File: config.mk
export PLATFORM = sky130hd
export DESIGN_NAME = prog_verify_seq
export DESIGN_NICKNAME = d
export VERILOG_FILES = /design/src/rtl/pv_pkg.sv /design/src/rtl/pv_timer.sv /design/src/rtl/pv_result.sv /design/src/rtl/prog_verify_seq.sv
export SDC_FILE = /design/constraint.sdc
export NUM_CORES = 1
export LEC_CHECK = 0
export ABC_CLOCK_PERIOD_IN_PS = 4900
export BUFFER_PORTS_ARGS = -buffer_cell sky130_fd_sc_hd__buf_2
export CAP_MARGIN = 15
export CORE_ASPECT_RATIO = 0.75
export CORE_MARGIN = 2
export CORE_UTILIZATION = 24
export CTS_CLUSTER_DIAMETER = 50
export DETAILED_ROUTE_END_ITERATION = 8
export HOLD_SLACK_MARGIN = 0.02
export MAX_ROUTING_LAYER = met4
export SYNTH_ARGS = -nofsm -noshare
export SYNTH_HDL_FRONTEND = slang
export SYNTH_SLANG_ARGS = --single-unit
File: constraint.sdc
create_clock -name clk -period 4.9 [get_ports clk]
set_clock_uncertainty 0.1 [all_clocks]
set_input_delay 1.225 -clock clk [delete_from_list [all_inputs] [get_ports clk]]
set_output_delay 1.225 -clock clk [all_outputs]
set_load 0.01 [all_outputs]
File: src/rtl/pv_pkg.sv
package pv_pkg;

  typedef enum logic [2:0] {
    ST_IDLE, ST_VUP, ST_SETUP, ST_PULSE, ST_HOLD, ST_VDOWN, ST_RECOV, ST_READ
  } pv_state_t;

  // microseconds to clock cycles, rounded up, never below one cycle
  function automatic int unsigned us_to_cyc(int unsigned freq_hz, int unsigned us);
    longint unsigned n;
    n = (64'(freq_hz) * 64'(us) + 64'd999_999) / 64'd1_000_000;
    if (n == 64'd0) n = 64'd1;
    return 32'(n);
  endfunction

  function automatic int unsigned max_u(int unsigned a, int unsigned b);
    return (a > b) ? a : b;
  endfunction

endpackage

File: src/rtl/pv_timer.sv
module pv_timer #(
  parameter int CNT_W = 8
) (
  input  logic             clk,
  input  logic             rst_n,
  input  logic             load,
  input  logic [CNT_W-1:0] load_val,
  output logic             zero
);
  logic [CNT_W-1:0] cnt_q;

  always_ff @(posedge clk or negedge rst_n) begin
    if (!rst_n)               cnt_q <= '0;
    else if (load)            cnt_q <= load_val;
    else if (cnt_q != '0)     cnt_q <= cnt_q - 1'b1;
  end

  assign zero = (cnt_q == '0);
endmodule

File: src/rtl/pv_result.sv
module pv_result #(
  parameter int ADDR_W = 4
) (
  input  logic              clk,
  input  logic              rst_n,
  input  logic              clr,
  input  logic              ev,
  input  logic              mism,
  input  logic [ADDR_W-1:0] ev_addr,
  output logic              fail_seen,
  output logic [ADDR_W-1:0] fail_addr
);
  always_ff @(posedge clk or negedge rst_n) begin
    if (!rst_n) begin
      fail_seen <= 1'b0;
      fail_addr <= '0;
    end else if (clr) begin
      fail_seen <= 1'b0;
      fail_addr <= '0;
    end else if (ev && mism && !fail_seen) begin
      fail_seen <= 1'b1;
      fail_addr <= ev_addr;
    end
  end
endmodule

File: src/rtl/prog_verify_seq.sv
module prog_verify_seq
  import pv_pkg::*;
#(
  parameter int unsigned ADDR_W       = 4,
  parameter int unsigned DATA_W       = 8,
  parameter int unsigned CLK_FREQ_HZ  = 250_000_000,
  parameter int unsigned PULSE_US     = 20,
  parameter int unsigned PULSE_MAX_US = 30,
  parameter int unsigned SETUP_US     = 1,
  parameter int unsigned VPP_US       = 1,
  parameter int unsigned RECOV_US     = 1,
  parameter int unsigned ACC_CYC      = 4
) (
  input  logic              clk,
  input  logic              rst_n,
  input  logic              start,
  input  logic [DATA_W-1:0] src_data,
  input  logic [DATA_W-1:0] mem_dq_in,
  output logic [ADDR_W-1:0] mem_addr,
  output logic [DATA_W-1:0] mem_dq_out,
  output logic              mem_dq_oe,
  output logic              mem_ce_n,
  output logic              mem_oe_n,
  output logic              mem_pgm_n,
  output logic              vpp_en,
  output logic              busy,
  output logic              done,
  output logic              pass,
  output logic [ADDR_W-1:0] fail_addr
);
  localparam int unsigned T_PW  = us_to_cyc(CLK_FREQ_HZ, PULSE_US);
  localparam int unsigned T_SU  = us_to_cyc(CLK_FREQ_HZ, SETUP_US);
  localparam int unsigned T_VP  = us_to_cyc(CLK_FREQ_HZ, VPP_US);
  localparam int unsigned T_VR  = us_to_cyc(CLK_FREQ_HZ, RECOV_US);
  localparam int unsigned T_ACC = (ACC_CYC == 0) ? 1 : ACC_CYC;
  localparam int unsigned T_MAX = max_u(max_u(T_PW, T_SU), max_u(max_u(T_VP, T_VR), T_ACC));
  localparam int CNT_W = $clog2(T_MAX + 1) + 1;
  localparam logic [CNT_W-1:0]  L_PW  = CNT_W'(T_PW - 1);
  localparam logic [CNT_W-1:0]  L_SU  = CNT_W'(T_SU - 1);
  localparam logic [CNT_W-1:0]  L_VP  = CNT_W'(T_VP - 1);
  localparam logic [CNT_W-1:0]  L_VR  = CNT_W'(T_VR - 1);
  localparam logic [CNT_W-1:0]  L_ACC = CNT_W'(T_ACC - 1);
  localparam logic [ADDR_W-1:0] LAST  = '1;

  pv_state_t st_q, st_d;
  logic [ADDR_W-1:0] addr_q;
  logic              done_q;
  logic              t_zero, t_load;
  logic [CNT_W-1:0]  t_val;
  logic              addr_inc, addr_clr;
  // named events for the checker
  logic              accept, rd_ev, rd_mism, run_end, fail_seen;

  assign accept  = (st_q == ST_IDLE) && start;
  assign rd_mism = (mem_dq_in != src_data);

  always_comb begin
    st_d     = st_q;
    t_load   = 1'b0;
    t_val    = '0;
    addr_inc = 1'b0;
    addr_clr = 1'b0;
    rd_ev    = 1'b0;
    run_end  = 1'b0;
    unique case (st_q)
      ST_IDLE:  if (start) begin
                  st_d = ST_VUP; t_load = 1'b1; t_val = L_VP; addr_clr = 1'b1;
                end
      ST_VUP:   if (t_zero) begin st_d = ST_SETUP; t_load = 1'b1; t_val = L_SU; end
      ST_SETUP: if (t_zero) begin st_d = ST_PULSE; t_load = 1'b1; t_val = L_PW; end
      ST_PULSE: if (t_zero) begin st_d = ST_HOLD;  t_load = 1'b1; t_val = L_SU; end
      ST_HOLD:  if (t_zero) begin
                  t_load = 1'b1;
                  if (addr_q == LAST) begin
                    st_d = ST_VDOWN; t_val = L_VP;
                  end else begin
                    st_d = ST_SETUP; t_val = L_SU; addr_inc = 1'b1;
                  end
                end
      ST_VDOWN: if (t_zero) begin
                  st_d = ST_RECOV; t_load = 1'b1; t_val = L_VR; addr_clr = 1'b1;
                end
      ST_RECOV: if (t_zero) begin st_d = ST_READ; t_load = 1'b1; t_val = L_ACC; end
      ST_READ:  if (t_zero) begin
                  rd_ev = 1'b1;
                  if (addr_q == LAST) begin
                    st_d = ST_IDLE; run_end = 1'b1;
                  end else begin
                    t_load = 1'b1; t_val = L_ACC; addr_inc = 1'b1;
                  end
                end
      default:  st_d = ST_IDLE;
    endcase
  end

  always_ff @(posedge clk or negedge rst_n) begin
    if (!rst_n) begin
      st_q   <= ST_IDLE;
      addr_q <= '0;
      done_q <= 1'b0;
    end else begin
      st_q <= st_d;
      if (addr_clr)      addr_q <= '0;
      else if (addr_inc) addr_q <= addr_q + 1'b1;
      if (accept)        done_q <= 1'b0;
      else if (run_end)  done_q <= 1'b1;
    end
  end

  pv_timer #(.CNT_W(CNT_W)) u_tmr (
    .clk(clk), .rst_n(rst_n), .load(t_load), .load_val(t_val), .zero(t_zero)
  );

  pv_result #(.ADDR_W(ADDR_W)) u_res (
    .clk(clk), .rst_n(rst_n), .clr(accept), .ev(rd_ev), .mism(rd_mism),
    .ev_addr(addr_q), .fail_seen(fail_seen), .fail_addr(fail_addr)
  );

  assign mem_addr   = addr_q;
  assign mem_dq_out = src_data;
  assign mem_dq_oe  = (st_q == ST_SETUP) || (st_q == ST_PULSE) || (st_q == ST_HOLD);
  assign vpp_en     = mem_dq_oe || (st_q == ST_VUP) || (st_q == ST_VDOWN);
  assign mem_ce_n   = !(vpp_en || (st_q == ST_READ));
  assign mem_oe_n   = (st_q != ST_READ);
  assign mem_pgm_n  = (st_q != ST_PULSE);
  assign busy       = (st_q != ST_IDLE);
  assign done       = done_q;
  assign pass       = done_q && !fail_seen;
endmodule

# Word-level counts from Yosys, hierarchy flattened
# Cells that the tools add are included.
# W data, S select, Z words.
[totals]
out_inout_bits = 24
input_bits = 19
ff_bits = 27
[op_classes]
n_mux = 39
reduce_logical = 23
n_addsub = 2
eq_ne = 20
[ops]
columns = ["operator", "n"]
rows = [
  ["$pmux W14 S5", 1],
  ["$mux W3", 10],
  ["$mux W14", 2],
  ["$pmux W3 S8", 1],
  ["$ne A2 B2 Y1 const B", 9],
  ["$mux W4", 4],
  ["$mux W8", 2],
  ["$logic_not A14 Y1", 1],
  ["$reduce_bool A14 Y1", 1],
  ["$sub A14 B1 Y14 const B", 1],
  ["$mux W1", 13],
  ["$mux W13", 1],
  ["$eq A3 B3 Y1 const B", 4],
  ["$reduce_and A9 Y1", 1],
  ["$ne A8 B8 Y1", 1],
  ["$reduce_bool A2 Y1", 4],
  ["$eq A3 B2 Y1 const B", 2],
  ["$mux W2", 3],
  ["$reduce_or A6 Y1", 1],
  ["$logic_or A1 B1 Y1", 5],
  ["$add A4 B1 Y4 const B", 1],
  ["$eq A4 B4 Y1 const B", 1],
  ["$logic_and A1 B1 Y1", 4],
  ["$reduce_or A4 Y1", 1],
  ["other kinds (9)", 10],
]

# Logic depth before layout (Yosys ltp)
# Gate-level depths: netlist of run 1.
[logic_depth]
word_depth = 7
ltp_mapped = 8
ltp_nobuf = 6

# Cells and area by module
# From an unflattened synthesis of run 1, not the netlist that was laid out.
[hier_totals]
cells_unflattened = 201
area_unflattened_um2 = 1821.7
[modules_own_cells]
columns = ["mod", "instances", "area_per_inst_um2", "seq_area_each_um2", "cells_each"]
rows = [
  ["pv_timer", 1, 828.3, 350.3, 85],
  ["prog_verify_seq", 1, 749.5, 200.2, 95],
  ["pv_result", 1, 244.0, 125.1, 21],
]

# Least setup slack after synthesis of run 1
# OpenSTA, ideal clock, no wires.
[synth_timing]
kind = "input port to output port"
start = "input src_data[0]"
end = "output mem_dq_out[0]"
slack_ps = 2231
arrival_time_ps = 1344
path_buffers = 1
required_time_ps = 3575
path_stages = 1
cell_sequence = "buf_4"
[synth_lines]
columns = ["item", "line_no", "rtl"]
rows = [
  ["start: declaration", "prog_verify_seq.sv:17", "input logic [DATA_W-1:0] src_data,"],
  ["end: declaration", "prog_verify_seq.sv:20", "output logic [DATA_W-1:0] mem_dq_out,"],
]
# No word-level cell between the ends.

# Worst setup path after layout of run 1
[layout_timing]
start = "register st_q[2]"
end = "output busy"
[layout_between]
elab_chain_cells = 1
[layout_lines]
columns = ["item", "line_no", "rtl"]
rows = [
  ["start: declaration", "prog_verify_seq.sv:45", "pv_state_t st_q, st_d;"],
  ["start signal: assignment", "prog_verify_seq.sv:102", "st_q <= st_d;"],
  ["$reduce_bool A3 Y1", "prog_verify_seq.sv:126", "assign busy = (st_q != ST_IDLE);"],
  ["end: declaration", "prog_verify_seq.sv:26", "output logic busy,"],
]
# Every way passes these cells.

==> run summary, run 1 <==
RSZ-0062 raised after global routing: false
Die ar.: 8087 um2
DRC: 0
Endpoint class of the critical path: output pin
WS Path Type: register to output pin
First-pass GRT wire length: 6.686 mm
ANT nets after route: 0
CP delay by family, top: flip-flops
Pleak: 0.0009058 uW
Post-synth top area share: 38.16%
Nets: 251
Synth Flop Type: dfrtp_1
Status: completed
WL/cell: 12.57 um
Post-synth EDFFs: 0
Tcrit/Tclk final: 59.02%
Row cnt: 27
Layout cell share with drive strength beyond 1: 22.37%
Total grt overflow: 0
Hold Slack: 0.4212 ns
Slew margin rel.: 52.26%
CTS tree: built
Final HPWL DP: 3.055 mm
Crit path time final: 2.892 ns
RD Place Congestion: 0.8182
YS warnings: 0
Initial Util: 24.49%
Setup TNS: 0 ns
Post-Synthesis Cells: 200
Initial antenna violation count: 0
Asr flop ratio synth: 100.0%
Slew @ Worst Pin: 0.7160 ns
Core area: 7229 um2
N_diodes: 0
Yosys top cell by area: dfrtp_1
Hold_buf cts: 0
Die Wd: 103.2 um
Util after Layout: 28.40%
Seq/Total Area, Yosys: 38.16%
WP data arrival: 1.57 ns
Top cell types by occurrence after synthesis: dfrtp_1, a21oi_1, nor2_1, o21ai_0
Critical path's largest stage delay: 0.57 ns
Fmax: 0.3458 GHz
DR vias: 1,529
Post-synthesis cell area: 1770 um2
Total GRT Usage: 10.72%
Die Span Y: 78.38 um
Buf+Inv Stages, Crit Path: 2
Synth Area per Inst: 8.852 um2
Port buffer count: 42
Crit path required time: 3.58 ns
Iteration-0 DRC Markers: 66
Clock latency on the worst-skew pair: 0.28 ns
Finished Cell Area: 2053 um2
Synth top area cells: dfrtp_1, xnor2_1, buf_4
Root Buffer: clkbuf_8
Critical-path top delay cell: dfrtp_1
Dpl ws: 2.105 ns
Setup crit start kind: register
Count leader, synth: dfrtp_1
TritonRoute pass-1 iters: 4
Post-CTS Setup Bufs: 0
Syn-to-layout area delta: 15.97%
Crit-path max FO: 17
PostCTS Resize Cnt: 0
Vias per inst: 4.647
Vias in the first global route: 1,376
CTS buffer count: 3
Clock-pin slew on the worst setup and hold paths: 0.10 ns
DP Area: 2004 um2
Top-Level Pins: 43
CTS Buffer Depth: 2
Hold Path Class: register to register
Worst setup margin: 2.008 ns
Max Slew Vio Count: 0
Post-synthesis net count: 222
H-tree depth: 1
Netlist cell types: 38
Final Hold Violating Endpoints: 0
Final wirelength: 4.136 mm
PD cells: 289.6 nW/um2
Final setup vio count: 0
Peak supply drop: 0.1075 mV
Largest net degree at the start of global routing: 28
Synth Register Bits: 27
Max cap viols: 0
CP cell instances: nor3_1 -> inv_1 -> buf_2
Clock Sink Count: 27
==> worst register-to-register path, stage by stage (launching register included) <==
cell	delay [ns]
dfrtp_1	0.44
inv_1	0.13
ha_1	0.18
nor3b_1	0.41
and4_1	0.74
o2111ai_2	0.38
mux2i_1	0.26
==> routing by layer <==
layer	part of all wire [%]	up-vias	track usage, %
met4	0.87	0	2.895
met3	5.7	4	1.692
li1	-	763	-
met1	53	712	16.41
met2	41	50	14.42
met5	0	-	-
==> metrics by stage <==
stage	instances	power [uW]
after floorplan	200	416.6
after global placement	325	459.6
after detailed placement	325	463.4
after CTS	329	599.1
after global routing	329	638.7
final	329	594.7
==> flip-flops by register name, summed over array words and instances (netlist names) <==
name / cells
mem_addr: 4
done: 1
u_res.fail_addr: 4
u_tmr.cnt_q: 14
u_res.fail_seen: 1
st_q: 3
==> power breakdown <==
part           internal (uW)  switching (uW)
combinational           69.3            77.7
clock                   57.9            76.7
sequential               258            54.7
==> final cells by class <==
cell class / count / area [um2]
clock inverter: 1 / 7.507
timing repair buffer: 42 / 210.2
sequential: 27 / 675.6
inverter: 12 / 45.04
tap: 101 / 126.4
clock buffer: 3 / 41.29
fill: 797 / 5176
multi-input combinational: 143 / 947.2
==> placed cells by master, fill, tap and decap left out, drive strengths merged, types with 2 or more instances in the layout <==
cell type  count
buf           42
dfrtp         27
nor2          13
a21oi         13
o21ai         13
inv           12
xnor2         12
nand2         11
nor3           8
nand3          7
nand4          7
mux2i          6
and3           5
nor3b          4
or3            4
o31ai          4
or4            4
a211oi         4
a31oi          4
nor2b          3
a21o           3
xor2           3
ha             3
clkbuf         3
o211ai         2
nor4           2
==> cells by family after synthesis <==
logic type      Yosys count  synth area share, %
xor+xnor                 15                7.421
simple gates             70                23.04
buf+inv                  30                8.339
fa+ha+maj                 3                2.120
mux                       6                3.392
compound gates           49                17.53
flops                    27                38.16
==> final timing paths <==
path / start / end / slack [ns] / depth (start not counted)
worst max-delay path: st_q[2] / busy / 2.01 / 3
worst min-delay path: u_tmr.cnt_q[11] / u_tmr.cnt_q[11] / 0.42 / 1
worst max register to register: u_tmr.cnt_q[0] / u_res.fail_addr[1] / 2.19 / 6
worst min register to register: u_tmr.cnt_q[11] / u_tmr.cnt_q[11] / 0.42 / 1
max in group asynchronous: rst_n / u_tmr.cnt_q[3] / 3.45 / 1
min in group asynchronous: rst_n / mem_addr[1] / 0.84 / 1
(Power assumes the default switching activity.)
==> run 2: changes to the inputs <==
- ABC_CLOCK_PERIOD_IN_PS: 4900 -> 2650
- clock period: 4.9 -> 2.65 ns (I/O delays scaled with it)
==> run summary, run 2 (same netlist as run 1, synthesis figures left out) <==
Die ar.: 8087 um2 (unchanged)
Die Span Y: 78.38 um (unchanged)
Max Slew Vio Count: 0 (unchanged)
Final HPWL DP: 3.340 mm (+9.3%)
Hold Path Class: input port to async pin
ANT nets after route: 0 (unchanged)
PD cells: 530.1 nW/um2 (+83%)
Clock latency on the worst-skew pair: 0.27 ns (about the same)
Final wirelength: 4.397 mm (+6.3%)
Clock Sink Count: 27 (unchanged)
Slew @ Worst Pin: 0.6245 ns (-0.09153 ns)
Crit-path max FO: 19 (+2)
Core area: 7229 um2 (unchanged)
Iteration-0 DRC Markers: 92 (+39%)
Hold_buf cts: 0 (unchanged)
DRC: 0 (unchanged)
Layout cell share with drive strength beyond 1: 23.71% (+1.3 points)
CTS buffer count: 3 (unchanged)
Final setup vio count: 0 (unchanged)
Worst setup margin: 0.2783 ns (-1.730 ns)
Setup TNS: 0 ns (unchanged)
Final Hold Violating Endpoints: 0 (unchanged)
Row cnt: 27 (unchanged)
Top-Level Pins: 43 (unchanged)
Dpl ws: 0.3495 ns (-1.755 ns)
CTS tree: built
Max cap viols: 0 (unchanged)
Most used cells in the layout excluding fill and tap cells: buf_2, dfrtp_1, nor2_1, a21oi_1, o21ai_0
Endpoint class of the critical path: register
DR vias: 1,557 (+1.8%)
Die Wd: 103.2 um (unchanged)
Crit path time final: 2.372 ns
TritonRoute pass-1 iters: 5 (+1)
Total GRT Usage: 11.45% (+0.73 points)
Pleak: 0.0009313 uW (+2.8%)
WP data arrival: 2.48 ns (+0.91 ns)
Initial Util: 24.49% (unchanged)
Biggest register: u_tmr.cnt_q
Fmax: 0.4216 GHz
WL/cell: 13.20 um (+5.0%)
Clock-pin slew on the worst setup and hold paths: 0.10 ns (about the same)
Setup crit start kind: register
Vias in the first global route: 1,461 (+6.2%)
Status: completed
Total grt overflow: 0 (unchanged)
Initial antenna violation count: 0 (unchanged)
PostCTS Resize Cnt: 0 (unchanged)
RD Place Congestion: 0.8689 (+6.2%)
RSZ-0062 raised after global routing: false
Nets: 255 (+1.6%)
Slew margin rel.: 58.37% (+6.1 points)
CTS Buffer Depth: 2 (unchanged)
Port buffer count: 42 (unchanged)
Most common cell after layout, fill and taps aside: buf_2
Syn-to-layout area delta: 17.53%
N_diodes: 0 (unchanged)
Largest net degree at the start of global routing: 28 (unchanged)
Max reg flops: 14 (unchanged)
Tcrit/Tclk final: 89.50%
WS Path Type: register to register
Vias per inst: 4.676 (+0.61%)
H-tree depth: 1 (unchanged)
Post-CTS Setup Bufs: 0 (unchanged)
Crit path required time: 2.75 ns (-0.83 ns)
Peak supply drop: 0.1433 mV (+33%)
Util after Layout: 28.78% (+0.38 points)
First-pass GRT wire length: 7.141 mm (+6.8%)
Root Buffer: clkbuf_8
## run 2: cell count changes in the layout (fill, tap and decap cells not counted), sizes merged
| cell | change |
|---|---|
| clkinvlp | -1 |
| clkinv | +1 |
| buf | +4 |
## run 2: worst paths after layout
path | start | end | slack, ns | depth (start not counted)
max | u_tmr.cnt_q[0] | mem_addr[2] | 0.28 | 6
min | rst_n | mem_addr[0] | 0.29 | 1
max reg2reg | u_tmr.cnt_q[0] | mem_addr[2] | 0.28 | 6
min reg2reg | u_res.fail_addr[0] | u_res.fail_addr[0] | 0.43 | 2
max in group asynchronous | rst_n | u_tmr.cnt_q[12] | 1.75 | 1
min in group clk | u_res.fail_addr[0] | u_res.fail_addr[0] | 0.43 | 2
## run 2: power by group
part / internal (uW) / switching [uW] / leakage (uW)
Sequential: 478 / 106 / 0.000333
Clock: 105 / 131 / 0.0000255
Combinational: 132 / 150 / 0.000573
## run 2: metal layers
layer	part of all wire (%)	up-vias	track usage (%)
met5	0	-	-
met1	53	741	16.33
met3	4.4	2	1.959
met2	43	41	17.47
li1	-	773	-
met4	0.43	0	1.579
## run 2: area by class of cell
type | count | area [um2]
Clock inverter | 1 | 5.005
Fill cell | 806 | 5149
Timing Repair Buffer | 46 | 240.2
Inverter | 12 | 45.04
Tap cell | 101 | 126.4
Sequential cell | 27 | 675.6
Multi-Input combinational cell | 143 | 947.2
Clock buffer | 3 | 41.29
## run 2: critical path, stage by stage, from the launching register on
cell and delay (ns):
dfrtp_1 0.43, inv_1 0.13, ha_1 0.19, nor3b_1 0.41, nand4_4 0.31, or4_1 0.58
a21oi_1 0.14
## run 2: metrics by stage
stage / power, uW / std cells / hold WS, ns / instance area (um2)
after floorplan: 770.3 / 200 / 0.2669 / 1770
after global placement: 858.7 / 329 / 0.4063 / 2034
after detailed placement: 870.0 / 329 / 0.4128 / 2034
after CTS: 1115 / 333 / 0.3104 / 2081
after global routing: 1184 / 333 / 0.3358 / 2081
final: 1103 / 333 / 0.2929 / 2081
